File: src/rtl/pm_event_pkg.sv
package pm_event_pkg;

    localparam int unsigned PM_REG_W = 16;

    // status bit positions, shared by capture, timer and register file
    localparam int unsigned BIT_OVR  = 6;

    // implemented bits: 0,1,2,3,5,6,8,9
    localparam logic [PM_REG_W-1:0] IMPL_MASK = 16'h036F;

    // source vector order used inside the block
    localparam int unsigned NSRC      = 7;
    localparam int unsigned SRC_THERM = 4;
    localparam int unsigned SRC_POS [NSRC] = '{0, 1, 2, 3, 5, 8, 9};

    typedef logic [PM_REG_W-1:0] pm_word_t;

    typedef struct packed {
        pm_word_t sta;
        pm_word_t en;
    } pm_regs_t;

endpackage

File: src/rtl/pm_event_capture.sv
module pm_event_capture
    import pm_event_pkg::*;
(
    input  logic            clk,
    input  logic            rst_n,
    input  logic [NSRC-1:0] raw_i,
    input  logic            therm_act_high_i,
    output logic            therm_act_o,
    output pm_word_t        set_o
);

    typedef struct packed {
        logic [NSRC-1:0] prev;
    } cap_st_t;

    cap_st_t         cap_d, cap_q;
    logic [NSRC-1:0] lvl;
    logic [NSRC-1:0] rise;

    // per-source active level; the thermal lane gets the polarity select
    for (genvar i = 0; i < NSRC; i++) begin : g_lvl
        if (i == SRC_THERM) begin : g_pol
            assign lvl[i] = raw_i[i] ~^ therm_act_high_i;
        end else begin : g_plain
            assign lvl[i] = raw_i[i];
        end
    end

    assign rise        = lvl & ~cap_q.prev;
    assign therm_act_o = lvl[SRC_THERM];

    always_comb begin
        cap_d      = cap_q;
        cap_d.prev = lvl;
        set_o      = '0;
        for (int i = 0; i < NSRC; i++) begin
            set_o[SRC_POS[i]] = rise[i];
        end
    end

    always_ff @(posedge clk or negedge rst_n) begin
        if (!rst_n) cap_q <= '0;
        else        cap_q <= cap_d;
    end

    // a held level produces no second set
    p_no_reset_on_hold_r2: assert property (@(posedge clk) disable iff (!rst_n)
        (lvl[0] && $past(lvl[0])) |-> !set_o[SRC_POS[0]]);

endmodule

File: src/rtl/pm_override_timer.sv
module pm_override_timer #(
    parameter int unsigned HOLD_TICKS = 64
) (
    input  logic clk,
    input  logic rst_n,
    input  logic act_i,
    input  logic tick_i,
    output logic fire_o,
    output logic thr_o
);

    localparam int unsigned CW = $clog2(HOLD_TICKS + 1);
    localparam logic [CW-1:0] LAST = CW'(HOLD_TICKS - 1);

    typedef struct packed {
        logic [CW-1:0] cnt;
        logic          thr;
    } tmr_st_t;

    tmr_st_t tmr_d, tmr_q;

    always_comb begin
        tmr_d  = tmr_q;
        fire_o = 1'b0;
        if (!act_i) begin
            tmr_d.cnt = '0;
            tmr_d.thr = 1'b0;
        end else if (!tmr_q.thr && tick_i) begin
            if (tmr_q.cnt == LAST) begin
                fire_o    = 1'b1;
                tmr_d.thr = 1'b1;
            end else begin
                tmr_d.cnt = tmr_q.cnt + CW'(1);
            end
        end
    end

    always_ff @(posedge clk or negedge rst_n) begin
        if (!rst_n) tmr_q <= '0;
        else        tmr_q <= tmr_d;
    end

    assign thr_o = tmr_q.thr;

    // throttle ends one edge after the alarm goes away
    p_thr_drop_r9: assert property (@(posedge clk) disable iff (!rst_n)
        (tmr_q.thr && !act_i) |=> !tmr_q.thr);

    // an inactive cycle restarts the count
    p_cnt_restart_r8: assert property (@(posedge clk) disable iff (!rst_n)
        !act_i |=> (tmr_q.cnt == '0));

    // throttle starts only on a counted tick while active
    p_thr_rise_r8: assert property (@(posedge clk) disable iff (!rst_n)
        $rose(tmr_q.thr) |-> $past(act_i && tick_i));

endmodule

File: src/rtl/pm_event_regs.sv
module pm_event_regs
    import pm_event_pkg::*;
#(
    parameter int unsigned ADDR_W  = 8,
    parameter int unsigned STA_OFS = 'h14
) (
    input  logic              clk,
    input  logic              rst_n,
    input  logic              bus_sel,
    input  logic              bus_wr,
    input  logic [ADDR_W-1:0] bus_addr,
    input  pm_word_t          bus_wdata,
    output pm_word_t          bus_rdata,
    input  pm_word_t          edge_set_i,
    input  logic              ovr_set_i,
    output logic              event_o
);

    localparam logic [ADDR_W-1:0] A_STA = ADDR_W'(STA_OFS);
    localparam logic [ADDR_W-1:0] A_EN  = ADDR_W'(STA_OFS + 2);

    pm_regs_t reg_d, reg_q;
    pm_word_t set_all;
    pm_word_t clr;
    logic     wr_sta, wr_en;

    always_comb begin
        set_all          = edge_set_i;
        set_all[BIT_OVR] = edge_set_i[BIT_OVR] | ovr_set_i;
        set_all          = set_all & IMPL_MASK;

        wr_sta = bus_sel && bus_wr && (bus_addr == A_STA);
        wr_en  = bus_sel && bus_wr && (bus_addr == A_EN);
        clr    = wr_sta ? bus_wdata : '0;

        reg_d     = reg_q;
        // set after clear: a coincident hardware event wins
        reg_d.sta = ((reg_q.sta & ~clr) | set_all) & IMPL_MASK;
        if (wr_en) reg_d.en = bus_wdata & IMPL_MASK;

        bus_rdata = '0;
        if (bus_sel && !bus_wr) begin
            if (bus_addr == A_STA)     bus_rdata = reg_q.sta;
            else if (bus_addr == A_EN) bus_rdata = reg_q.en;
        end
    end

    always_ff @(posedge clk or negedge rst_n) begin
        if (!rst_n) reg_q <= '0;
        else        reg_q <= reg_d;
    end

    assign event_o = |(reg_q.sta & reg_q.en);

    // a written one clears its bit when nothing sets it
    p_w1c_r3: assert property (@(posedge clk) disable iff (!rst_n)
        (wr_sta && ((bus_wdata & set_all) == '0)) |=> ((reg_q.sta & $past(bus_wdata)) == '0));

    // every set lands, even against a clear
    p_set_wins_r4: assert property (@(posedge clk) disable iff (!rst_n)
        (|set_all) |=> ((reg_q.sta & $past(set_all)) == $past(set_all)));

    // enable holds unless written
    p_en_hold_r5: assert property (@(posedge clk) disable iff (!rst_n)
        !wr_en |=> $stable(reg_q.en));

    // the request rises only after a set or an enable write
    p_evt_cause_r6: assert property (@(posedge clk) disable iff (!rst_n)
        $rose(event_o) |-> $past((|set_all) || wr_en));

endmodule

File: src/rtl/pm_event_unit.sv
module pm_event_unit
    import pm_event_pkg::*;
#(
    parameter int unsigned ADDR_W     = 8,
    parameter int unsigned STA_OFS    = 'h14,
    parameter int unsigned HOLD_TICKS = 64
) (
    input  logic              clk,
    input  logic              rst_sby_n,
    input  logic              slow_tick,
    input  logic              bus_sel,
    input  logic              bus_wr,
    input  logic [ADDR_W-1:0] bus_addr,
    input  logic [15:0]       bus_wdata,
    output logic [15:0]       bus_rdata,
    input  logic              src_pme,
    input  logic              src_ext_smi,
    input  logic              src_smb_alert,
    input  logic              src_usb_resume,
    input  logic              src_gpi_sby,
    input  logic              src_gpi_core,
    input  logic              therm_in,
    input  logic              therm_act_high,
    output logic              pm_event,
    output logic              throttle_on
);

    logic [NSRC-1:0] raw;
    pm_word_t        edge_set;
    logic            therm_act;
    logic            ovr_fire;

    // order must follow SRC_POS in the package
    assign raw = {src_gpi_core, src_gpi_sby, therm_in, src_usb_resume,
                  src_smb_alert, src_ext_smi, src_pme};

    pm_event_capture u_capture (
        .clk              (clk),
        .rst_n            (rst_sby_n),
        .raw_i            (raw),
        .therm_act_high_i (therm_act_high),
        .therm_act_o      (therm_act),
        .set_o            (edge_set)
    );

    pm_override_timer #(
        .HOLD_TICKS (HOLD_TICKS)
    ) u_timer (
        .clk    (clk),
        .rst_n  (rst_sby_n),
        .act_i  (therm_act),
        .tick_i (slow_tick),
        .fire_o (ovr_fire),
        .thr_o  (throttle_on)
    );

    pm_event_regs #(
        .ADDR_W  (ADDR_W),
        .STA_OFS (STA_OFS)
    ) u_regs (
        .clk        (clk),
        .rst_n      (rst_sby_n),
        .bus_sel    (bus_sel),
        .bus_wr     (bus_wr),
        .bus_addr   (bus_addr),
        .bus_wdata  (bus_wdata),
        .bus_rdata  (bus_rdata),
        .edge_set_i (edge_set),
        .ovr_set_i  (ovr_fire),
        .event_o    (pm_event)
    );

endmodule

File: config.mk
export PLATFORM = sky130hd
export DESIGN_NAME = pm_event_unit
export DESIGN_NICKNAME = d
export VERILOG_FILES = /design/src/rtl/pm_event_pkg.sv /design/src/rtl/pm_event_capture.sv /design/src/rtl/pm_override_timer.sv /design/src/rtl/pm_event_regs.sv /design/src/rtl/pm_event_unit.sv
export SDC_FILE = /design/constraint.sdc
export NUM_CORES = 1
export LEC_CHECK = 0
export BUFFER_PORTS_ARGS = -buffer_cell sky130_fd_sc_hd__buf_2
export CORE_MARGIN = 3
export CORE_UTILIZATION = 40
export CTS_BUF_LIST = sky130_fd_sc_hd__clkbuf_8
export CTS_CLUSTER_DIAMETER = 50
export DETAILED_ROUTE_END_ITERATION = 10
export PLACE_DENSITY_LB_ADDON = 0.3
export SLEW_MARGIN = 20
export SYNTH_ARGS = -nofsm -noshare
export SYNTH_HDL_FRONTEND = slang
export SYNTH_SLANG_ARGS = --single-unit
File: constraint.sdc
create_clock -name clk -period 3.2 [get_ports clk]
set_input_delay 0.64 -clock clk [delete_from_list [all_inputs] [get_ports clk]]
set_output_delay 0.64 -clock clk [all_outputs]
set_load 0.1 [all_outputs]
==> results of run 1 <==
[sequential cells by signal (all words and copies together), names as in the netlist]
name	count
u_timer.thr_o	1
u_timer.tmr_q	7
u_regs.reg_q	16
u_capture.cap_q	7
[cell usage after synthesis (all sizes together) (2+ instances only)]
master and n:
a21oi 3, a22o 7, a22oi 12, and2 2
buf 9, dfrtp 31, inv 7, mux2 8
nand2 14, nand2b 2, nand3 3, nand4 2
nor2 12, nor3 2, o21ai 3, or4 2
xor2 3
[cells by family (layout without fill, tap and decap cells)]
family	Yosys count	in the layout	synth area share
xor+xnor	3	3	0.0177
mux	8	8	0.0607
fa+ha+maj	1	1	0.00843
flops	31	31	0.523
buf+inv	16	52	0.0607
simple gates	45	45	0.183
other cells	1	8	0.00253
compound gates	29	29	0.144
[power by group through the flow]
| stage | logic (mW) | registers, mW | clock network, mW |
|---|---|---|---|
| floorplan | 0.0905 | 0.416 | 0 |
| global placement | 0.118 | 0.417 | 0 |
| detailed placement | 0.122 | 0.419 | 0 |
| CTS | 0.123 | 0.412 | 0.274 |
| global route | 0.131 | 0.413 | 0.298 |
| finish | 0.121 | 0.412 | 0.265 |
[worst max path at each step]
stage / start / end / slack, ps / depth (start not counted)
after floorplan: bus_addr[0] / bus_rdata[0] / 120 / 4
after global placement: bus_addr[3] / bus_rdata[2] / 480 / 6
after detailed placement: bus_addr[3] / bus_rdata[6] / 410 / 6
after CTS: bus_addr[3] / bus_rdata[6] / 400 / 6
after global routing: bus_addr[3] / bus_rdata[2] / 300 / 6
final: bus_addr[3] / bus_rdata[6] / 410 / 6
[cell type report]
cell class / count / share of cell area
multi-input cells: 94 / 0.347
well taps: 46 / 0.0301
inverters: 7 / 0.0137
flip-flops and latches: 31 / 0.405
repair buffers: 39 / 0.166
clock buffers: 5 / 0.0359
clock inverters: 1 / 0.00196
[worst max-delay path, cell delays in order]
cell and delay [ps]:
sky130_fd_sc_hd__buf_2 100, sky130_fd_sc_hd__nand4bb_4 240, sky130_fd_sc_hd__nor4_4 570, sky130_fd_sc_hd__a22oi_1 200, sky130_fd_sc_hd__nor2_2 180, sky130_fd_sc_hd__buf_12 200
[metrics by stage]
step | instances | area, µm² | util | total power, mW | worst slack [ps]
2_1_floorplan | 141 | 1530 | - | 0.507 | 120
3_3_place_gp | 217 | 1840 | 0.535 | 0.535 | 482
3_5_place_dp | 217 | 1840 | 0.535 | 0.541 | 411
4_1_cts | 223 | 1910 | 0.556 | 0.809 | 400
5_1_grt | 223 | 1910 | 0.556 | 0.841 | 303
6_report | 223 | 1910 | 0.556 | 0.799 | 408
[routing by layer]
| layer | vias up | global-route usage |
|---|---|---|
| met2 | 42 | 0.251 |
| met4 | 0 | 0.0532 |
| met3 | 2 | 0.0742 |
| li1 | 553 | - |
| met5 | - | 0 |
| met1 | 552 | 0.224 |
==> metrics.txt, run 1 <==
# TYPE chip_impl_metric gauge
chip_impl_metric{name="drt_drc_violations_left",unit=""} 0
chip_impl_metric{name="fill_cell_count",unit=""} 327
chip_impl_metric{name="critical_path_required",unit="ps"} 2560
chip_impl_metric{name="initial_antenna_violation_count",unit=""} 0
chip_impl_metric{name="finalSetupViolations",unit=""} 0
chip_impl_metric{name="internal-power",unit="mW"} 0.572
chip_impl_metric{name="route.vias.total",unit=""} 1149
chip_impl_metric{name="grt_pass1_vias",unit=""} 1153
chip_impl_info{name="type_of_the_setup_path_with_the_least_slack",value="in2out"} 1
chip_impl_metric{name="critical_path_peak_fanout",unit=""} 9
chip_impl_metric{name="remaining_number_of_nets_flagged_by_the_antenna_check_after_routing",unit=""} 0
chip_impl_metric{name="grt_max_degree",unit=""} 32
chip_impl_info{name="synth_top_flop_cell",value="sky130_fd_sc_hd__dfrtp_1"} 1
chip_impl_info{name="synth_largest_area_cell",value="sky130_fd_sc_hd__dfrtp_1"} 1
chip_impl_metric{name="clk_pin_slew",unit="ps"} 60
chip_impl_metric{name="drive_gt1_frac",unit=""} 0.362
chip_impl_metric{name="h-tree-depth",unit=""} 2
chip_impl_metric{name="synth_area_per_cell",unit="µm²"} 11.1
chip_impl_metric{name="synth.lib_cells_used.distinct",unit=""} 33
chip_impl_info{name="clk_root_buffer_cell",value="sky130_fd_sc_hd__clkbuf_8"} 1
chip_impl_metric{name="vdd_ir_drop_max",unit="V"} 0.000268
chip_impl_metric{name="synth-edff-count",unit=""} 0
chip_impl_metric{name="synth_async_sr_flop_share",unit=""} 1.00
chip_impl_info{name="synth_area_leaders",value="sky130_fd_sc_hd__dfrtp_1, sky130_fd_sc_hd__a22oi_1, sky130_fd_sc_hd__mux2_2, sky130_fd_sc_hd__a22o_1, sky130_fd_sc_hd__buf_4"} 1
chip_impl_metric{name="timing.final.crit_share",unit=""} 0.872
chip_impl_metric{name="initial_utilization",unit=""} 0.431
chip_impl_metric{name="first_iter_violations",unit=""} 33
chip_impl_metric{name="reg2reg_setup_slack",unit="ps"} 1450
chip_impl_metric{name="p_seq_frac",unit=""} 0.516
chip_impl_metric{name="syn_area",unit="µm²"} 1480
chip_impl_metric{name="clk-insertion-delay-late",unit="ps"} 270
chip_impl_metric{name="routabilityCongestion",unit=""} 0.755
chip_impl_metric{name="arrival",unit="ps"} 2150
chip_impl_metric{name="grt_pass1_wl",unit="mm"} 5.46
chip_impl_metric{name="power_density",unit="nW/µm²"} 417
chip_impl_info{name="critPathLaunchType",value="primary input"} 1
chip_impl_metric{name="fmax",unit="MHz"} 358
chip_impl_info{name="leading_cell_types_in_the_layout_fill_and_taps_excluded",value="sky130_fd_sc_hd__dfrtp_1, sky130_fd_sc_hd__buf_2, sky130_fd_sc_hd__nand2_1, sky130_fd_sc_hd__a22oi_1"} 1
chip_impl_metric{name="ys_seq_elements",unit=""} 31
chip_impl_metric{name="synth_sequential_area_ratio",unit=""} 0.523
chip_impl_metric{name="post-route-min-period",unit="ps"} 2790
chip_impl_metric{name="cts_hold_repair.buffers",unit=""} 0
chip_impl_info{name="hold_path_class",value="in2async"} 1
chip_impl_metric{name="power.share.combinational",unit=""} 0.152
chip_impl_metric{name="post-cts-setup-buffer-count",unit=""} 0
chip_impl_metric{name="final-hold-violation-count",unit=""} 0
chip_impl_metric{name="yosysTopAreaCellShare",unit=""} 0.523
chip_impl_metric{name="totalWireLength",unit="mm"} 3.29
chip_impl_metric{name="io_pins",unit=""} 55
chip_impl_metric{name="dieHeight",unit="µm"} 66.9
chip_impl_metric{name="globalRouteTotalUtil",unit=""} 0.170
chip_impl_info{name="grt_setup_unrepaired",value="false"} 1
chip_impl_info{name="endpoint_kind",value="primary output"} 1
chip_impl_metric{name="core_area",unit="µm²"} 3440
chip_impl_metric{name="final_slew_viol_count",unit=""} 0
chip_impl_info{name="tritoncts",value="yes"} 1
chip_impl_metric{name="holdWs",unit="ps"} 397
chip_impl_metric{name="power.leakage",unit="nW"} 0.863
chip_impl_metric{name="worst_margin_slew",unit="ps"} 671
chip_impl_metric{name="p_clk_frac",unit=""} 0.332
chip_impl_metric{name="area_growth_syn_to_layout",unit="%"} 29.0
chip_impl_metric{name="fin_worst_skew",unit="ps"} 5.36
chip_impl_metric{name="setup_total_negative_slack",unit="ps"} 0
chip_impl_metric{name="drtPass1Iterations",unit=""} 4
chip_impl_metric{name="std_cell_rows",unit=""} 21
chip_impl_metric{name="power.net_switching",unit="mW"} 0.226
chip_impl_metric{name="ys_warn_count",unit=""} 0
chip_impl_metric{name="power_switching_share",unit=""} 0.284
chip_impl_metric{name="multiInputGateArea",unit="µm²"} 664
chip_impl_metric{name="cts_resized",unit=""} 0
chip_impl_metric{name="antenna_cells",unit=""} 0
chip_impl_metric{name="ctsLongestPathBuffers",unit=""} 2
chip_impl_metric{name="drt-met1-wl",unit="mm"} 1.43
chip_impl_metric{name="wl_met3",unit="µm"} 266
chip_impl_metric{name="dpl.hpwl",unit="mm"} 2.48
chip_impl_info{name="final_common_cell",value="sky130_fd_sc_hd__dfrtp_1"} 1
chip_impl_metric{name="via_density",unit=""} 5.15
chip_impl_metric{name="design.die.area",unit="µm²"} 4480
chip_impl_metric{name="inserted_clock_buffers",unit=""} 5
chip_impl_metric{name="port_buffers",unit=""} 38
chip_impl_metric{name="postSynthCellCount",unit=""} 134
chip_impl_metric{name="maxSlewHeadroom",unit=""} 0.553
chip_impl_metric{name="overflow",unit=""} 0
chip_impl_metric{name="wl_per_cell",unit="µm"} 14.8
chip_impl_info{name="top_layer",value="met4"} 1
chip_impl_metric{name="sequential_cell_area",unit="µm²"} 776
chip_impl_info{name="status",value="complete, no violations"} 1
chip_impl_metric{name="reg2reg_depth",unit=""} 4
chip_impl_metric{name="fp.dieW",unit="µm"} 66.9
chip_impl_metric{name="cap_violations",unit=""} 0
chip_impl_metric{name="dr_wl_met2",unit="mm"} 1.58
chip_impl_metric{name="clock-sinks",unit=""} 31
chip_impl_info{name="r2r-start",value="u_timer.thr_o"} 1
chip_impl_info{name="timing.rr.end",value="u_timer.tmr_q[6]"} 1
chip_impl_metric{name="final_nets",unit=""} 216
Power figures use the tool's default switching activity.
==> inputs of run 2 (changes only) <==
--- a/config.mk
+++ b/config.mk
@@ -11,7 +11,8 @@
 export CTS_BUF_LIST = sky130_fd_sc_hd__clkbuf_8
 export CTS_CLUSTER_DIAMETER = 50
 export DETAILED_ROUTE_END_ITERATION = 10
-export PLACE_DENSITY_LB_ADDON = 0.3
+export HOLD_SLACK_MARGIN = 0.1
+export PLACE_DENSITY_LB_ADDON = 0.25
 export SLEW_MARGIN = 20
 export SYNTH_ARGS = -nofsm -noshare
 export SYNTH_HDL_FRONTEND = slang
==> run 2 against run 1 <==
Non-clock buffer count unchanged. Global-route usage decreased by 0.28 points. Combinational power is essentially flat. Clock power grew 7.5%. Final area increased by 0.46%. Clock skew about the same. Via count grew 1.2%. First-iteration DRC count is 55% higher. Die area stayed put. Sequential share of layout area decreased by 0.18 points. Worst setup slack improved by 39 ps. Hold slack worse by 6.7 ps. Largest cell class unchanged.
==> metrics.txt, run 2 (same netlist as run 1, synthesis figures left out) <==
# TYPE chip_impl_metric gauge
chip_impl_info{name="status",value="complete, no violations"} 1
chip_impl_metric{name="setup_total_negative_slack",unit="ps"} 0
chip_impl_info{name="clk_root_buffer_cell",value="sky130_fd_sc_hd__clkbuf_8"} 1
chip_impl_metric{name="std_cell_rows",unit=""} 21
chip_impl_metric{name="final_nets",unit=""} 216
chip_impl_metric{name="fin_worst_skew",unit="ps"} 5.05
chip_impl_metric{name="initial_antenna_violation_count",unit=""} 0
chip_impl_metric{name="critical_path_peak_fanout",unit=""} 9
chip_impl_metric{name="arrival",unit="ps"} 2110
chip_impl_metric{name="port_buffers",unit=""} 38
chip_impl_metric{name="h-tree-depth",unit=""} 2
chip_impl_metric{name="io_pins",unit=""} 55
chip_impl_metric{name="clk-insertion-delay-late",unit="ps"} 280
chip_impl_metric{name="reg2reg_depth",unit=""} 4
chip_impl_metric{name="power.share.combinational",unit=""} 0.147
chip_impl_info{name="endpoint_kind",value="primary output"} 1
chip_impl_metric{name="globalRouteTotalUtil",unit=""} 0.168
chip_impl_metric{name="drt_drc_violations_left",unit=""} 0
chip_impl_info{name="leading_cell_types_in_the_layout_fill_and_taps_excluded",value="sky130_fd_sc_hd__dfrtp_1, sky130_fd_sc_hd__buf_2, sky130_fd_sc_hd__nand2_1, sky130_fd_sc_hd__a22oi_1, sky130_fd_sc_hd__inv_1"} 1
chip_impl_metric{name="routabilityCongestion",unit=""} 0.723
chip_impl_metric{name="drtPass1Iterations",unit=""} 4
chip_impl_info{name="crit_chain",value="buf_2 > nand4bb_4 > nor4_4 > a22oi_1 > nor2_2 > buf_12"} 1
chip_impl_metric{name="maxSlewHeadroom",unit=""} 0.548
chip_impl_metric{name="cts_hold_repair.buffers",unit=""} 0
chip_impl_metric{name="design.die.area",unit="µm²"} 4480
chip_impl_metric{name="number_of_flip_flops_in_the_largest_register",unit=""} 16
chip_impl_metric{name="route.vias.total",unit=""} 1163
chip_impl_info{name="reg_top3",value="u_regs.reg_q x16, u_capture.cap_q x7, u_timer.tmr_q x7"} 1
chip_impl_metric{name="antenna_cells",unit=""} 0
chip_impl_metric{name="power.net_switching",unit="mW"} 0.240
chip_impl_metric{name="ctsLongestPathBuffers",unit=""} 2
chip_impl_metric{name="grt_max_degree",unit=""} 32
chip_impl_metric{name="vdd_ir_drop_max",unit="V"} 0.000204
chip_impl_metric{name="final_slew_viol_count",unit=""} 0
chip_impl_info{name="critPathLaunchType",value="primary input"} 1
chip_impl_info{name="tritoncts",value="yes"} 1
chip_impl_metric{name="critical_path_required",unit="ps"} 2560
chip_impl_metric{name="reg2reg_setup_slack",unit="ps"} 1530
chip_impl_info{name="type_of_the_setup_path_with_the_least_slack",value="in2out"} 1
chip_impl_metric{name="cts_resized",unit=""} 0
chip_impl_metric{name="inserted_clock_buffers",unit=""} 5
chip_impl_metric{name="fmax",unit="MHz"} 363
chip_impl_metric{name="first_iter_violations",unit=""} 51
chip_impl_metric{name="dieHeight",unit="µm"} 66.9
chip_impl_metric{name="fp.dieW",unit="µm"} 66.9
chip_impl_metric{name="final-hold-violation-count",unit=""} 0
chip_impl_metric{name="worst_margin_slew",unit="ps"} 677
chip_impl_metric{name="post-cts-setup-buffer-count",unit=""} 0
chip_impl_metric{name="power_switching_share",unit=""} 0.294
chip_impl_metric{name="grt_pass1_vias",unit=""} 1202
chip_impl_metric{name="dpl.hpwl",unit="mm"} 2.48
chip_impl_info{name="grt_setup_unrepaired",value="false"} 1
chip_impl_metric{name="clock-sinks",unit=""} 31
chip_impl_metric{name="overflow",unit=""} 0
chip_impl_metric{name="via_density",unit=""} 5.17
chip_impl_metric{name="p_clk_frac",unit=""} 0.349
chip_impl_info{name="hold_path_class",value="in2async"} 1
chip_impl_metric{name="finalSetupViolations",unit=""} 0
chip_impl_metric{name="p_seq_frac",unit=""} 0.504
chip_impl_info{name="timing.rr.end",value="u_timer.tmr_q[6]"} 1
chip_impl_metric{name="power.leakage",unit="nW"} 0.872
chip_impl_info{name="final_common_cell",value="sky130_fd_sc_hd__dfrtp_1"} 1
chip_impl_metric{name="dp_slack",unit="ps"} 454
chip_impl_info{name="largest-register",value="u_regs.reg_q"} 1
chip_impl_metric{name="initial_utilization",unit=""} 0.431
chip_impl_metric{name="cap_violations",unit=""} 0
chip_impl_metric{name="clk_pin_slew",unit="ps"} 60
chip_impl_metric{name="drive_gt1_frac",unit=""} 0.363
chip_impl_metric{name="setup_slack",unit="ps"} 447
chip_impl_metric{name="totalWireLength",unit="mm"} 3.21
chip_impl_metric{name="timing.final.crit_share",unit=""} 0.860
chip_impl_info{name="r2r-start",value="u_timer.thr_o"} 1
chip_impl_metric{name="core_area",unit="µm²"} 3440
chip_impl_metric{name="power_density",unit="nW/µm²"} 424
chip_impl_metric{name="max_stage_delay",unit="ps"} 560
chip_impl_metric{name="remaining_number_of_nets_flagged_by_the_antenna_check_after_routing",unit=""} 0
chip_impl_metric{name="area_growth_syn_to_layout",unit="%"} 29.6
chip_impl_metric{name="internal-power",unit="mW"} 0.576
chip_impl_metric{name="grt_pass1_wl",unit="mm"} 5.53
chip_impl_info{name="highest_delay_cell_along_the_critical_path",value="sky130_fd_sc_hd__nor4_4"} 1
chip_impl_metric{name="post-route-min-period",unit="ps"} 2750
chip_impl_metric{name="wl_per_cell",unit="µm"} 14.2
-- run 2: final cells by class --
type	count	area (µm²)
Inverter	7	26.3
Sequential cell	31	776
Fill cell	319	1520
Clock inverter	3	12.5
Multi-Input combinational cell	94	664
Clock buffer	5	68.8
Tap cell	46	57.6
Timing Repair Buffer	39	318
-- run 2: metrics by stage --
| step | area [µm²] | std cells | hold WS, ps | utilization | power [mW] |
|---|---|---|---|---|---|
| final | 1920 | 225 | 390 | 0.559 | 0.816 |
| after global routing | 1920 | 225 | 424 | 0.559 | 0.859 |
| after CTS | 1920 | 225 | 418 | 0.559 | 0.828 |
| after detailed placement | 1840 | 217 | 415 | 0.535 | 0.540 |
| after global placement | 1840 | 217 | 403 | 0.535 | 0.536 |
| after floorplan | 1530 | 141 | 344 | - | 0.507 |
-- run 2: critical path, delay by kind of cell --
kind	cells	cell delay, ps
compound gates	1	200
simple gates	3	980
buf+inv	2	290
-- run 2: how the worst max path moves through the flow --
stage	start	end	slack, ps	depth (start not counted)
floorplan	bus_addr[0]	bus_rdata[0]	120	4
global placement	bus_addr[3]	bus_rdata[6]	460	6
detailed placement	bus_addr[3]	bus_rdata[5]	450	6
CTS	bus_addr[3]	bus_rdata[2]	450	6
global route	bus_addr[3]	bus_rdata[9]	330	6
finish	bus_addr[3]	bus_rdata[2]	450	6
-- run 2: power groups by stage --
stage	clock network [mW]	registers, mW	logic (mW)
after floorplan	0	0.416	0.0905
after global placement	0	0.417	0.118
final	0.285	0.411	0.120
after global routing	0.318	0.412	0.130
after CTS	0.296	0.411	0.122
after detailed placement	0	0.418	0.121
-- run 2: metal layers --
layer  vias up  wire length (µm)  GRT usage
met2        44              1680      0.282
met3         4               255     0.0607
li1        551                 -          -
met4         0                24     0.0608
met1       564              1250      0.194
met5         -                 0          0
